**src/rtl/rail_sup_pkg.sv**
```systemverilog
package rail_sup_pkg;
   typedef enum logic [1:0] {
      SUP_OFF    = 2'd0,
      SUP_SETTLE = 2'd1,
      SUP_WATCH  = 2'd2,
      SUP_TRIP   = 2'd3
   } sup_state_e;
endpackage

```
**src/rtl/rail_sync.sv**
```systemverilog
module rail_sync #(
   parameter int W      = 4,
   parameter int STAGES = 2
) (
   input  logic         clk,
   input  logic         rst_n,
   input  logic [W-1:0] d_i,
   output logic [W-1:0] q_o
);
   initial begin
      if (W < 1)      $error("rail_sync: W must be at least 1");
      if (STAGES < 2) $error("rail_sync: STAGES must be at least 2");
   end

   logic [W-1:0] stage_q [STAGES];

   always_ff @(posedge clk or negedge rst_n) begin
      if (!rst_n) stage_q[0] <= '0;
      else        stage_q[0] <= d_i;
   end

   for (genvar s = 1; s < STAGES; s++) begin : g_stage
      always_ff @(posedge clk or negedge rst_n) begin
         if (!rst_n) stage_q[s] <= '0;
         else        stage_q[s] <= stage_q[s-1];
      end
   end

   assign q_o = stage_q[STAGES-1];
endmodule

```
**src/rtl/rail_interval_timer.sv**
```systemverilog
module rail_interval_timer #(
   parameter int LIMIT    = 8,
   parameter bit ONE_SHOT = 1'b0
) (
   input  logic clk,
   input  logic rst_n,
   input  logic run_i,
   output logic done_o
);
   localparam int CW = (LIMIT > 2) ? $clog2(LIMIT) : 1;
   localparam logic [CW-1:0] LAST = CW'(LIMIT - 1);

   initial begin
      if (LIMIT < 2) $error("rail_interval_timer: LIMIT must be at least 2");
   end

   logic [CW-1:0] cnt_q;
   logic [CW-1:0] cnt_d;
   logic          at_last;

   assign at_last = (cnt_q == LAST);

   if (ONE_SHOT) begin : g_oneshot
      always_comb cnt_d = at_last ? cnt_q : cnt_q + 1'b1;
   end else begin : g_periodic
      always_comb cnt_d = at_last ? '0 : cnt_q + 1'b1;
   end

   always_ff @(posedge clk or negedge rst_n) begin
      if (!rst_n)      cnt_q <= '0;
      else if (!run_i) cnt_q <= '0;
      else             cnt_q <= cnt_d;
   end

   assign done_o = run_i && at_last;

   AST_CNT_IN_RANGE: assert property (@(posedge clk) disable iff (!rst_n)
      cnt_q <= LAST);
   AST_IDLE_NO_DONE: assert property (@(posedge clk) disable iff (!rst_n)
      !run_i |=> (cnt_q == '0));
endmodule

```
**src/rtl/rail_sup_ctrl.sv**
```systemverilog
module rail_sup_ctrl
   import rail_sup_pkg::*;
#(
   parameter int N_RAILS = 4
) (
   input  logic               clk,
   input  logic               rst_n,
   input  logic               sw_i,
   input  logic               settle_done_i,
   input  logic               strobe_i,
   input  logic [N_RAILS-1:0] fault_i,
   output sup_state_e         state_o,
   output logic [N_RAILS-1:0] flags_o
);
   sup_state_e         state_q, state_d;
   logic [N_RAILS-1:0] flags_q;
   logic               capture;

   assign capture = (state_q == SUP_WATCH) && sw_i && strobe_i;

   always_comb begin
      state_d = state_q;
      unique case (state_q)
         SUP_OFF:    if (sw_i) state_d = SUP_SETTLE;
         SUP_SETTLE: if (!sw_i) state_d = SUP_OFF;
                     else if (settle_done_i) state_d = SUP_WATCH;
         SUP_WATCH:  if (!sw_i) state_d = SUP_OFF;
                     else if (strobe_i && (|fault_i)) state_d = SUP_TRIP;
         SUP_TRIP:   if (!sw_i) state_d = SUP_OFF;
         default:    state_d = SUP_OFF;
      endcase
   end

   always_ff @(posedge clk or negedge rst_n) begin
      if (!rst_n) begin
         state_q <= SUP_OFF;
         flags_q <= '0;
      end else begin
         state_q <= state_d;
         if (state_d == SUP_OFF) flags_q <= '0;
         else if (capture)       flags_q <= fault_i;
      end
   end

   assign state_o = state_q;
   assign flags_o = flags_q;

   AST_WATCH_AFTER_SETTLE: assert property (@(posedge clk) disable iff (!rst_n)
      $rose(state_q == SUP_WATCH) |-> $past(state_q == SUP_SETTLE));
   AST_NO_FLAGS_BEFORE_WATCH: assert property (@(posedge clk) disable iff (!rst_n)
      (state_q == SUP_SETTLE) |-> (flags_q == '0));
   AST_TRIP_HAS_FLAG: assert property (@(posedge clk) disable iff (!rst_n)
      (state_q == SUP_TRIP) |-> (|flags_q));
   AST_FLAGS_HELD: assert property (@(posedge clk) disable iff (!rst_n)
      ((state_q == SUP_TRIP) && $past(state_q == SUP_TRIP)) |-> $stable(flags_q));
   AST_OFF_CLEAR: assert property (@(posedge clk) disable iff (!rst_n)
      (state_q == SUP_OFF) |-> (flags_q == '0));
   AST_OPEN_GOES_IDLE: assert property (@(posedge clk) disable iff (!rst_n)
      !sw_i |=> (state_q == SUP_OFF));
endmodule

```
**src/rtl/rail_supervisor.sv**
```systemverilog
module rail_supervisor
   import rail_sup_pkg::*;
#(
   parameter int N_RAILS       = 4,
   parameter int SETTLE_CYCLES = 125_000_000,
   parameter int SAMPLE_PERIOD = 250_000,
   parameter int SYNC_STAGES   = 2
) (
   input  logic               clk,
   input  logic               rst_n,
   input  logic               pwr_sw_i,
   input  logic [N_RAILS-1:0] rail_fault_i,
   output logic               relay_en_o,
   output logic               shutdown_o,
   output logic [N_RAILS-1:0] fail_flags_o
);
   initial begin
      if (N_RAILS < 1)       $error("rail_supervisor: N_RAILS must be at least 1");
      if (SETTLE_CYCLES < 2) $error("rail_supervisor: SETTLE_CYCLES must be at least 2");
      if (SAMPLE_PERIOD < 2) $error("rail_supervisor: SAMPLE_PERIOD must be at least 2");
   end

   logic [N_RAILS-1:0] fault_sync;
   logic               settle_done;
   logic               strobe;
   sup_state_e         state;

   rail_sync #(.W(N_RAILS), .STAGES(SYNC_STAGES)) u_sync (
      .clk   (clk),
      .rst_n (rst_n),
      .d_i   (rail_fault_i),
      .q_o   (fault_sync)
   );

   rail_interval_timer #(.LIMIT(SETTLE_CYCLES), .ONE_SHOT(1'b1)) u_settle (
      .clk    (clk),
      .rst_n  (rst_n),
      .run_i  (state == SUP_SETTLE),
      .done_o (settle_done)
   );

   rail_interval_timer #(.LIMIT(SAMPLE_PERIOD), .ONE_SHOT(1'b0)) u_strobe (
      .clk    (clk),
      .rst_n  (rst_n),
      .run_i  (state == SUP_WATCH),
      .done_o (strobe)
   );

   rail_sup_ctrl #(.N_RAILS(N_RAILS)) u_ctrl (
      .clk           (clk),
      .rst_n         (rst_n),
      .sw_i          (pwr_sw_i),
      .settle_done_i (settle_done),
      .strobe_i      (strobe),
      .fault_i       (fault_sync),
      .state_o       (state),
      .flags_o       (fail_flags_o)
   );

   assign shutdown_o = (state == SUP_TRIP);
   assign relay_en_o = pwr_sw_i && !shutdown_o;

   AST_TRIP_RELAY_OFF: assert property (@(posedge clk) disable iff (!rst_n)
      shutdown_o |-> !relay_en_o);
   AST_OPEN_RELAY_OFF: assert property (@(posedge clk) disable iff (!rst_n)
      !pwr_sw_i |-> !relay_en_o);
   AST_TRIP_ONLY_ON_STROBE: assert property (@(posedge clk) disable iff (!rst_n)
      $rose(shutdown_o) |-> $past(strobe));
endmodule

```
**config.mk**
```make
export PLATFORM = sky130hd
export DESIGN_NAME = rail_supervisor
export DESIGN_NICKNAME = d
export VERILOG_FILES = /design/src/rtl/rail_sup_pkg.sv /design/src/rtl/rail_sync.sv /design/src/rtl/rail_interval_timer.sv /design/src/rtl/rail_sup_ctrl.sv /design/src/rtl/rail_supervisor.sv
export SDC_FILE = /design/constraint.sdc
export NUM_CORES = 1
export LEC_CHECK = 0
export ABC_CLOCK_PERIOD_IN_PS = 4300
export BUFFER_PORTS_ARGS = -buffer_cell sky130_fd_sc_hd__buf_2
export CAP_MARGIN = 15
export CORE_MARGIN = 2
export CORE_UTILIZATION = 60
export CTS_CLUSTER_DIAMETER = 100
export DETAILED_ROUTE_END_ITERATION = 6
export GPL_ROUTABILITY_DRIVEN = 0
export PLACE_DENSITY = 0.78
export SLEW_MARGIN = 15
export SYNTH_ARGS = -nofsm -noshare
export SYNTH_HDL_FRONTEND = slang
export SYNTH_SLANG_ARGS = --single-unit
```
**constraint.sdc**
```tcl
create_clock -name clk -period 4.3 [get_ports clk]
set_clock_uncertainty 0.05 [all_clocks]
set_input_delay 0.86 -clock clk [delete_from_list [all_inputs] [get_ports clk]]
set_output_delay 0.86 -clock clk [all_outputs]
set_load 0.01 [all_outputs]
```
# Word-level counts from Yosys, hierarchy flattened
# Index checks and enable logic that the tools add are counted.
totals:
  register_bits: 59
  in_bits: 7
  out_inout_bits: 6
  elab_cells: 38
classes:
  addsub: 2
  eq_ne: 6
  muxes: 13
  n_reduce_logical: 11
ops:
  columns: ["op", "n"]
  rows:
  - ["two-way mux 27 bit", 2]
  - ["two-way mux 18 bit", 2]
  - ["adder 27 x 1 -> 27 bit, second input constant", 1]
  - ["equality test 27 bit, second input constant", 1]
  - ["adder 18 x 1 -> 18 bit, second input constant", 1]
  - ["equality test 18 bit, second input constant", 1]
  - ["two-way mux 2 bit", 6]
  - ["two-way mux 4 bit", 2]
  - ["one-hot mux 2 bit (4 select lines)", 1]
  - ["logical AND 1 bit", 6]
  - ["equality test 2 bit, second input constant", 2]
  - ["zero test 2 bit", 2]
  - ["OR reduction 4 bit", 1]
  - ["equality test 2 x 1 -> 1 bit, second input constant", 1]
  - ["!= test 2 bit, second input constant", 1]
  - ["nonzero test 2 bit", 1]
  - ["zero test 1 bit", 1]

# Logic depth before layout (Yosys ltp)
# Gate-level depths: netlist (run 1).
logic_depth:
  ltp_word: 8
  mapped_depth: 7
  ltp_nobuf: 6

# Cells and area by module
# Synthesis (run 1) repeated with hierarchy kept, for this count alone.
unflattened:
  hier_cells: 286
  area_unflattened_um2: 3006.6
modules_own_cells:
  columns: ["mod", "instances", "cells_each", "area_per_inst_um2", "seq_area_each_um2"]
  rows:
  - ["rail_interval_timer at u_settle", 1, 151, 1549.0, 675.6]
  - ["rail_interval_timer at u_strobe", 1, 92, 915.9, 450.4]
  - ["rail_sup_ctrl", 1, 27, 281.5, 150.1]
  - ["rail_sync", 1, 12, 230.2, 200.2]
  - ["rail_supervisor", 1, 4, 30.0, 0.0]

# Worst setup path after synthesis (run 1)
# OpenSTA, ideal clock, no wires.
synth_timing:
  kind: "input-to-output"
  from: "input port pwr_sw_i"
  to: "output port relay_en_o"
  arrival_ns: 1.333
  t_required_ns: 3.390
  setup_slack_ns: 2.057
  path_stages: 2
  path_buffers: 1
  cell_sequence: "clkbuf_1 > nor2b_1"
synth_via:
  elab_chain_cells: 1
synth_lines:
  columns: ["element", "line", "rtl"]
  rows:
  - ["start: declaration", "rail_supervisor.sv:11", "input logic pwr_sw_i,"]
  - ["logical AND 1 bit", "rail_supervisor.sv:61", "assign relay_en_o = pwr_sw_i && !shutdown_o;"]
  - ["end: declaration", "rail_supervisor.sv:13", "output logic relay_en_o,"]
# No other way between the ends.

# Worst setup path in the final report (run 1)
# Same ends and word-level chain as after synthesis.

==> reports/results.ini, run 1 <==
[global_route]
grt_pass1_wl_microns = 8980
grt_pass1_vias = 1976
grtUsageTotal_pct = 22.7
grt_max_degree = 31
overflow = 0
antenna_found_initial = 0

[logic_synthesis]
synth_nets = 280
avgSynthCellArea_sq_um = 10.2
yosys_warnings = 0
synth_cells = 271
synthFlopType = dfrtp_1
synthTopCellsByArea = dfrtp_1 (53%), xor2_1 (7.9%), nor2_1 (6.1%)
yosys.area.top_type = dfrtp_1
synth_edf_count = 0
synth_top_area_share_pct = 53.2
yosys_register_bits = 59
ys_seq_area_share_pct = 53.2
async_flop_share_pct = 100
yosys.cell_types.count = 36
syn_area_sq_um = 2770

[finish]
final_cell_mix = dfrtp_1 (59), nor2_1 (45), nand2_1 (28)
fin_area_sq_um = 3100
area_growth_syn_to_layout_pct = 11.9
insertedDiodeCount = 0
final_common_cell = dfrtp_1
layout.nets = 299
drive_gt1_share_pct = 13.9

[cts]
clockRootBuffer = clkbuf_8
cts_tree = built
clk-insertion-delay-late_ps = 340
cts.hold.buffers_added = 0
cts_max_path_buffers = 2
htreeDepth = 3
cts_setup_buffers = 0
cts_buffers = 9
clk_pin_slew_ps = 70
cts_sinks = 59
cts_resized = 0

[critical_path]
crit_path_top_delay_cell = buf_2
crit_chain = buf_2 -> nor2b_1 -> buf_2
crit_type = in2out
crit_top_cell = buf_2
slowest_delay_ps = 170
start_kind = input pin
worst_setup_path_end_kind = output port
path_max_fanout = 11
crit_required_ps = 3390
cp_data_arrival_time_ps = 1310

[die]
die_h_microns = 72.0
row_count = 24
start_util_pct = 62.8
fp.dieArea_sq_um = 5180
coreArea_sq_um = 4410
ios = 13
die_x_microns = 72.0

[worst_hold_path]
min_path_type = reg2reg

[status]
outcome = completed

[job]
drv_cap = 0

[route]
viasPerCell = 5.73
num_vias = 1987
drtIter0Drc = 108
drc = 0
ant_nets = 0
dr.pass1.iters = 4
wire_per_inst_microns = 14.4
drt-total-wl_microns = 4990

[sta]
relSlewSlack_pct = 33.5
finalCritPeriodShare_pct = 51.5
setup_violations = 0
slew_viol_final = 0
hold_viol = 0
fmax_mhz = 451
finalCriticalPeriod_ps = 2220
rsz0062_at_grt = no
worstMarginPinSlew_ps = 997
setup_ws_ps = 2080
setup_tns_ps = 0

[placement]
preCtsSetupSlack_ps = 2070
dp.final_hpwl_microns = 3360
place_area_sq_um = 2890
io_buffers = 12

[power_and_ir_drop]
p_leak_nw = 1.41
p_switching_mw = 0.247
clkPwrFrac_pct = 47.8
power_density_nw_per_um2 = 369
power_frac_seq_pct = 49.6
p_int_mw = 0.896
switching_share_pct = 21.6
vdd_drop_max_v = 0.000190
pwr-share-comb_pct = 2.6

==> registers in the layout, indices dropped and copies added, names as in the netlist <==
name,flops
u_ctrl.state_o,2
u_ctrl.flags_o,4
u_strobe.cnt_q,18
u_sync.stage_q,4
u_settle.cnt_q,27
u_sync.q_o,4
==> through the flow <==
step                instances  hold slack, ps  total power [mW]  util, %
floorplan                 271             281             0.590        -
global placement          331             285             0.607     65.4
detailed placement        331             286             0.609     65.4
CTS                       347             301              1.16     70.3
global route              347             302              1.18     70.3
finish                    347             299              1.14     70.3
==> area by class of cell <==
cell class                 instances  area [sq um]
sequential                        59          1480
clock buffer                      10           128
timing repair buffer              13          67.6
fill                             309          1310
inverter                           5          18.8
multi-input combinational        202          1260
clock inverter                     6          90.1
tap                               52          65.1
==> synth_stat cells, types with 2 or more instances <==
library cell / number
dfrtp_1: 59
nor2_1: 45
nand2_1: 28
xor2_1: 25
nand3_1: 18
nand4_1: 10
xnor2_1: 10
a21oi_1: 9
and3_1: 7
inv_1: 5
nor3_1: 5
o21ai_0: 5
and2_1: 4
clkbuf_1: 4
mux2i_1: 4
a31o_2: 3
nor4b_1: 3
a31oi_1: 2
and3_2: 2
and4_1: 2
ha_1: 2
nor2b_1: 2
nor4_1: 2
nor4_4: 2
or3_1: 2
==> logic make-up after synthesis <==
| kind of cell | Yosys count | share of synthesized area [%] |
|---|---|---|
| compound gates | 20 | 4.20 |
| xor+xnor | 35 | 11.1 |
| fa+ha+maj | 2 | 0.902 |
| buf+inv | 10 | 1.40 |
| flops | 59 | 53.2 |
| mux | 4 | 1.44 |
| simple gates | 141 | 27.8 |
==> worst max-delay path: cells and delay by family <==
family	cells	cell delay (ps)
and+or+nand+nor	1	140
buffers and inverters	2	300
==> path summary, 6_finish.rpt <==
path                       slack (ps)  cells after the start                           from                             end
min reg2reg                       300                      0    u_sync.stage_q[4]$_DFF_PN0_         u_sync.q_o[0]$_DFF_PN0_
max reg2reg                      2300                      6  u_settle.cnt_q[0]$_DFFE_PN0N_  u_settle.cnt_q[12]$_DFFE_PN0N_
max in group asynchronous        2860                      2                          rst_n  u_settle.cnt_q[10]$_DFFE_PN0N_
min                               300                      0    u_sync.stage_q[4]$_DFF_PN0_         u_sync.q_o[0]$_DFF_PN0_
max                              2080                      3                       pwr_sw_i                      relay_en_o
min in group asynchronous         500                      1                          rst_n   u_ctrl.flags_o[3]$_DFFE_PN0P_
==> power groups by stage <==
stage / Sequential, mW / Combinational, mW / Clock [mW]
floorplan: 0.576 / 0.0139 / 0
global placement: 0.577 / 0.0303 / 0
detailed placement: 0.577 / 0.0313 / 0
CTS: 0.567 / 0.0313 / 0.557
global route: 0.567 / 0.0357 / 0.581
finish: 0.567 / 0.0302 / 0.546
==> per-layer routing <==
metal	global-route usage, %	up-vias	part of all wire (%)
li1	-	966	-
met1	29.5	984	47
met2	36.8	29	48
met3	6.67	8	3.4
met4	7.55	0	1.4
met5	0	-	0
Power figures use the tool's default switching activity.
==> inputs of run 2 (changes only) <==
--- a/config.mk
+++ b/config.mk
@@ -5,15 +5,15 @@
 export SDC_FILE = /design/constraint.sdc
 export NUM_CORES = 1
 export LEC_CHECK = 0
-export ABC_CLOCK_PERIOD_IN_PS = 4300
+export ABC_CLOCK_PERIOD_IN_PS = 1800
 export BUFFER_PORTS_ARGS = -buffer_cell sky130_fd_sc_hd__buf_2
 export CAP_MARGIN = 15
 export CORE_MARGIN = 2
-export CORE_UTILIZATION = 60
+export CORE_UTILIZATION = 54
 export CTS_CLUSTER_DIAMETER = 100
 export DETAILED_ROUTE_END_ITERATION = 6
 export GPL_ROUTABILITY_DRIVEN = 0
-export PLACE_DENSITY = 0.78
+export PLACE_DENSITY = 0.74
 export SLEW_MARGIN = 15
 export SYNTH_ARGS = -nofsm -noshare
 export SYNTH_HDL_FRONTEND = slang
==> constraint.sdc (replaced) <==
create_clock -name clk -period 1.8 [get_ports clk]
set_clock_uncertainty 0.05 [all_clocks]
set_input_delay 0.36 -clock clk [delete_from_list [all_inputs] [get_ports clk]]
set_output_delay 0.36 -clock clk [all_outputs]
set_load 0.01 [all_outputs]
==> run 2 against run 1 <==
Against the previous run: register-to-register slack got worse by 2200 ps; final area increased by 6.5%; sequential power increased by 140%; first-iteration DRC count increased by 21%; clock power increased by 120%; die area increased by 10%; non-clock buffer count increased by 18; critical path depth increased by 4; sequential share of layout area decreased by 2.8 points; final cell count increased by 10%; global-route usage decreased by 0.85 points; critical endpoint is now u_ctrl.flags_o[0]$_DFFE_PN0P_; largest cell class unchanged.
==> reports/results.ini, run 2 (synthesized netlist as in run 1, its figures left out) <==
[sta]
hold_viol = 0  ; unchanged
finalCriticalPeriod_ps = 1730
slew_viol_final = 0  ; unchanged
worstMarginPinSlew_ps = 537  ; -460 ps
finalCritPeriodShare_pct = 96.3
setup_violations = 0  ; unchanged
relSlewSlack_pct = 64.2  ; +31 points
rsz0062_at_grt = yes
fmax_mhz = 577
setup_tns_ps = 0  ; unchanged

[power_and_ir_drop]
vdd_drop_max_v = 0.000589  ; +210%
power_density_nw_per_um2 = 803  ; +120%
switching_share_pct = 21.4  ; -0.17 points
p_switching_mw = 0.569  ; +130%
p_int_mw = 2.09  ; +130%
power_mw = 2.65  ; +130%
p_leak_nw = 1.50  ; +6.7%
power_frac_seq_pct = 51.0  ; +1.4 points
clkPwrFrac_pct = 45.4  ; -2.4 points
pwr-share-comb_pct = 3.6  ; +1.0 points

[job]
drv_cap = 0  ; unchanged

[finish]
layout.nets = 317  ; +6.0%
seqCellArea_sq_um = 1480  ; +0.25%
insertedDiodeCount = 0  ; unchanged
regMostFlops = u_settle.cnt_q
area_growth_syn_to_layout_pct = 19.2
fillers = 405  ; +31%
final_common_cell = dfrtp_1
multi_input_area_sq_um = 1280  ; +1.9%
reg_top3 = u_settle.cnt_q: 27 flops, u_strobe.cnt_q: 18 flops
largest_reg_flops = 27  ; unchanged
utilization_pct = 65.5  ; -4.8 points
final_cell_mix = dfrtp_1 (56), nor2_1 (45), nand2_1 (28)
drive_gt1_share_pct = 20.5  ; +6.6 points

[cts]
clk-insertion-delay-late_ps = 340  ; about the same
cts_max_path_buffers = 2  ; unchanged
cts_buffers = 9  ; unchanged
clockRootBuffer = clkbuf_8
cts_sinks = 59  ; unchanged
clk_pin_slew_ps = 60  ; about the same
htreeDepth = 3  ; unchanged
cts_tree = built

[critical_path]
worst_setup_path_end_kind = flop
critPathBufInv = 1  ; -1
slowest_delay_ps = 370  ; +200 ps
path_max_fanout = 4  ; -7
cp_top_family = simple AND/OR/NAND/NOR gates
cp_data_arrival_time_ps = 1940  ; +630 ps
crit_required_ps = 2000  ; -1390 ps
crit_chain = ha_2 -> nand3_2 -> nor3_2 -> nand4_1 -> nor3b_2 -> buf_4 -> mux2i_1
start_kind = flop
crit_path_top_delay_cell = dfrtp_1
crit_type = reg2reg

[die]
die_h_microns = 75.7  ; +5.1%
ios = 13  ; unchanged
fp.dieArea_sq_um = 5720  ; +10%
coreArea_sq_um = 5040  ; +14%
die_x_microns = 75.7  ; +5.1%
row_count = 26  ; +8.3%
start_util_pct = 55.0  ; -7.8 points

[route]
drt-total-wl_microns = 5570  ; +12%
drc = 0  ; unchanged
dr.pass1.iters = 4  ; unchanged
wire_per_inst_microns = 14.6  ; +1.3%
ant_nets = 0  ; unchanged
num_vias = 2071  ; +4.2%
viasPerCell = 5.42  ; -5.3%
drtIter0Drc = 131  ; +21%

[placement]
dp.final_hpwl_microns = 3780  ; +13%
io_buffers = 12  ; unchanged

[global_route]
grt_max_degree = 22  ; -29%
grtUsageTotal_pct = 21.8  ; -0.85 points
grt_pass1_vias = 2053  ; +3.9%
antenna_found_initial = 0  ; unchanged
overflow = 0  ; unchanged
grt_pass1_wl_microns = 9150  ; +1.9%

[worst_hold_path]
min_path_type = in2reg

[status]
outcome = completed

## run 2: cell count changes in the layout (fill, tap and decap cells not counted), moves of 2 or more
cell / delta
dfrtp_2: +3
clkbuf_8: +2
buf_4: +14
clkinv_4: -2
dfrtp_1: -3
buf_12: +3
## run 2: final timing paths
path	startpoint	to	slack, ps	depth (start not counted)
worst max-delay path	u_strobe.cnt_q[0]$_DFF_PN0_	u_ctrl.flags_o[0]$_DFFE_PN0P_	70	7
worst min-delay path	rail_fault_i[1]	u_sync.stage_q[5]$_DFF_PN0_	80	1
worst max register to register	u_strobe.cnt_q[0]$_DFF_PN0_	u_ctrl.flags_o[0]$_DFFE_PN0P_	70	7
worst min register to register	u_sync.stage_q[5]$_DFF_PN0_	u_sync.q_o[1]$_DFF_PN0_	300	0
max in group asynchronous	rst_n	u_settle.cnt_q[9]$_DFFE_PN0N_	680	3
min in group asynchronous	rst_n	u_settle.cnt_q[2]$_DFFE_PN0N_	510	2
## run 2: worst register-to-register path: stages, from the launching register on
cell	delay (ps)
dfrtp_1	370
ha_2	200
nand3_2	100
nor3_2	120
nand4_1	230
nor3b_2	230
buf_4	160
mux2i_1	190
## run 2: repair_timing
action	in CTS	in global routing
pin swaps	0	3
hold endpoints to repair	18	0
hold buffers	1	0
resized for setup	1	9
gates cloned	0	0
setup buffers	0	3
endpoints found under the setup margin	2	38
## run 2: power by group through the flow
stage          logic (mW)  registers [mW]  clock network, mW
2_1_floorplan      0.0332            1.38                  0
6_report           0.0952            1.35               1.20
3_5_place_dp       0.0900            1.38                  0
4_1_cts            0.0923            1.36               1.22
3_3_place_gp       0.0890            1.38                  0
5_1_grt             0.109            1.36               1.27
## run 2: area by class of cell
class                   count  share of cell area (%)
clock buffers              13                    4.81
clock inverters             2                    1.06
inverters                   5                   0.568
multi-input cells         202                    38.8
flip-flops and latches     59                    44.8
well taps                  70                    2.65
repair buffers             31                    7.35
## run 2: per-layer routing
metal / part of all wire (%) / GRT usage [%] / up-vias / wire length (microns)
met2: 48 / 34.4 / 46 / 2660
met1: 45 / 28.3 / 1013 / 2520
met3: 4.5 / 6.08 / 14 / 252
met5: 0 / 0 / - / 0
met4: 2.3 / 9.75 / 0 / 129
li1: - / - / 998 / -
## run 2: through the flow
| step | hold slack [ps] | area, sq um | setup WS [ps] | cells |
|---|---|---|---|---|
| floorplan | 14.4 | 2770 | 159 | 271 |
| global placement | 284 | 3050 | 16.9 | 363 |
| CTS | 69.8 | 3260 | 24.8 | 379 |
| global route | 67.4 | 3300 | -60.1 | 382 |
| detailed placement | 289 | 3050 | -13.1 | 363 |
| finish | 81.1 | 3300 | 67.1 | 382 |
==> inputs of run 3 (changes only) <==
--- a/config.mk
+++ b/config.mk
@@ -9,11 +9,10 @@
 export BUFFER_PORTS_ARGS = -buffer_cell sky130_fd_sc_hd__buf_2
 export CAP_MARGIN = 15
 export CORE_MARGIN = 2
-export CORE_UTILIZATION = 54
+export CORE_UTILIZATION = 45
 export CTS_CLUSTER_DIAMETER = 100
 export DETAILED_ROUTE_END_ITERATION = 6
 export GPL_ROUTABILITY_DRIVEN = 0
-export PLACE_DENSITY = 0.74
 export SLEW_MARGIN = 15
 export SYNTH_ARGS = -nofsm -noshare
 export SYNTH_HDL_FRONTEND = slang
==> run 3 against run 2 <==
Against the previous run: global-route usage is 4.1 points lower; largest power group unchanged; final area is 0.64% higher; die area is 19% higher; clock-buffer cell count is 4 lower; final cell count is 1.0% higher; sequential power hardly changed; clock power is 12% higher; total power is 4.7% higher; sequential share of layout area is 0.29 points lower; flip-flop and latch count stayed put; register-to-register slack hardly changed; critical path depth is 2 lower.
==> reports/results.ini, run 3 (synthesized netlist as in run 1, its figures left out) <==
[status]
outcome = completed

[placement]
io_buffers = 12  ; unchanged
dp.cells = 368  ; +1.4%
preCtsSetupSlack_ps = 39.4  ; +52.5 ps
place_area_sq_um = 3040  ; -0.21%
dp.final_hpwl_microns = 3540  ; -6.3%

[critical_path]
timing.rr.end = u_settle.cnt_q[17]$_DFFE_PN0N_
crit_required_ps = 2010  ; about the same
crit_path_top_delay_cell = dfrtp_1
start_kind = flop
r2r.worst_path.cells = 5  ; -2
slowest_delay_ps = 420  ; +50 ps
crit_type = reg2reg
path_max_fanout = 4  ; unchanged
worst_setup_path_end_kind = flop
cp_data_arrival_time_ps = 1940  ; about the same
r2r_setup_slack_ps = 70  ; about the same
timing.rr.start = u_settle.cnt_q[0]$_DFFE_PN0N_
crit_chain = nand2_1 -> nor4_4 -> nand3_1 -> or3_1 -> a21oi_1

[power_and_ir_drop]
clkPwrFrac_pct = 48.4  ; +3.0 points
p_switching_mw = 0.625  ; +9.8%
vdd_drop_max_v = 0.000777  ; +32%
switching_share_pct = 22.5  ; +1.0 points
pwr-share-comb_pct = 2.9  ; -0.7 points
power_density_nw_per_um2 = 836  ; +4.1%
power_frac_seq_pct = 48.7  ; -2.3 points
p_leak_nw = 1.49  ; -0.71%
p_int_mw = 2.16  ; +3.3%

[cts]
cts_buffers = 9  ; unchanged
clk_pin_slew_ps = 70  ; about the same
cts_sinks = 59  ; unchanged
clk-insertion-delay-late_ps = 330  ; about the same
htreeDepth = 3  ; unchanged
clockRootBuffer = clkbuf_8
cts_max_path_buffers = 2  ; unchanged
cts_tree = built

[route]
ant_nets = 0  ; unchanged
wire_per_inst_microns = 13.5  ; -7.4%
drc = 0  ; unchanged
drt-total-wl_microns = 5210  ; -6.4%
dr.pass1.iters = 5  ; +1
num_vias = 1984  ; -4.2%
viasPerCell = 5.14  ; -5.2%
drtIter0Drc = 111  ; -15%

[sta]
final.hold.worst_slack_ps = 74.3  ; -6.78 ps
fmax_mhz = 579  ; +0.41%
setup_tns_ps = 0  ; unchanged
worstMarginPinSlew_ps = 428  ; -108 ps
setup_ws_ps = 74.1  ; +7.00 ps
hold_viol = 0  ; unchanged
rsz0062_at_grt = yes
finalCritPeriodShare_pct = 95.9  ; -0.39 points
finalCriticalPeriod_ps = 1730  ; -7.00 ps
setup_violations = 0  ; unchanged
slew_viol_final = 0  ; unchanged
relSlewSlack_pct = 71.2  ; +7.0 points

[finish]
drive_gt1_share_pct = 21.5  ; +1.0 points
final_common_cell = dfrtp_1
layout.nets = 315  ; -0.63%
final_cell_mix = dfrtp_1 (56), nor2_1 (45), nand2_1 (28)
regMostFlops = u_settle.cnt_q
seqCellArea_sq_um = 1480  ; unchanged
fillers = 524  ; +29%
reg_top3 = u_settle.cnt_q: 27 flops, u_strobe.cnt_q: 18 flops
multi_input_area_sq_um = 1290  ; +0.88%
instances_no_fill = 386  ; +1.0%
fin_area_sq_um = 3330  ; +0.64%
largest_reg_flops = 27  ; unchanged
insertedDiodeCount = 0  ; unchanged
area_growth_syn_to_layout_pct = 19.9

[die]
coreArea_sq_um = 5920  ; +17%
fp.dieArea_sq_um = 6810  ; +19%
ios = 13  ; unchanged
start_util_pct = 46.8  ; -8.2 points
die_h_microns = 82.5  ; +9.0%
die_x_microns = 82.5  ; +9.0%
row_count = 28  ; +7.7%

[global_route]
grtUsageTotal_pct = 17.8  ; -4.1 points
overflow = 0  ; unchanged
grt_pass1_vias = 1931  ; -5.9%
grt_pass1_wl_microns = 9040  ; -1.2%
grt_max_degree = 44  ; +100%
antenna_found_initial = 0  ; unchanged

[worst_hold_path]
whs_endpoint = u_sync.stage_q[4]$_DFF_PN0_
min_path_type = in2reg
hold_depth = 1  ; unchanged
min_from = rail_fault_i[0]

[job]
drv_cap = 0  ; unchanged

==> run 3: worst max-delay path by stage <==
stage / slack [ps] / startpoint / cells past startpoint / end
after floorplan: 160 / u_settle.cnt_q[0]$_DFFE_PN0N_ / 6 / u_settle.cnt_q[12]$_DFFE_PN0N_
after global placement: 60 / u_settle.cnt_q[10]$_DFFE_PN0N_ / 4 / u_settle.cnt_q[6]$_DFFE_PN0N_
after detailed placement: 40 / u_settle.cnt_q[10]$_DFFE_PN0N_ / 5 / u_settle.cnt_q[17]$_DFFE_PN0N_
after CTS: 20 / u_settle.cnt_q[10]$_DFFE_PN0N_ / 5 / u_settle.cnt_q[17]$_DFFE_PN0N_
after global routing: -20 / u_settle.cnt_q[0]$_DFFE_PN0N_ / 5 / u_settle.cnt_q[17]$_DFFE_PN0N_
final: 70 / u_settle.cnt_q[0]$_DFFE_PN0N_ / 5 / u_settle.cnt_q[17]$_DFFE_PN0N_
==> run 3: cell type report <==
cell class	instances	area share (%)
tap	75	2.82
sequential	59	44.5
clock inverter	7	3.05
clock buffer	9	3.72
multi-input combinational	202	38.9
inverter	5	0.564
timing repair buffer	29	6.47
==> run 3: power groups by stage <==
stage | registers (mW) | logic, mW | clock network, mW
3_3_place_gp | 1.38 | 0.0814 | 0
6_report | 1.35 | 0.0816 | 1.34
3_5_place_dp | 1.38 | 0.0822 | 0
2_1_floorplan | 1.38 | 0.0332 | 0
5_1_grt | 1.36 | 0.0954 | 1.46
4_1_cts | 1.35 | 0.0857 | 1.39
==> run 3: worst max-delay path: cells and delay by family, from the launching register on <==
kind,cells,cell delay [ps]
DFF,1,420
and+or+nand+nor,4,1030
AOI/OAI and AO/OA,1,150
==> run 3: layer usage <==
metal	wire length, microns	vias to the layer above	global-route usage, %	share of wire, %
li1	-	998	-	-
met1	2510	951	22.3	48
met2	2440	27	28.6	47
met3	180	8	5.76	3.5
met4	76	0	6.89	1.5
met5	0	-	0	0
==> run 3: repair_timing <==
item | 4_1_cts | 5_1_grt
endpoints found under the hold margin | 16 | 0
setup buffers | 0 | 1
setup endpoints to repair | 0 | 19
hold buffers | 1 | 0
resized for setup | 0 | 12
==> run 3: per-stage QoR <==
step                util, %  total power, mW
floorplan                 -             1.41
global route           56.2             2.91
global placement       51.4             1.46
detailed placement     51.4             1.46
finish                 56.2             2.78
CTS                    55.4             2.83
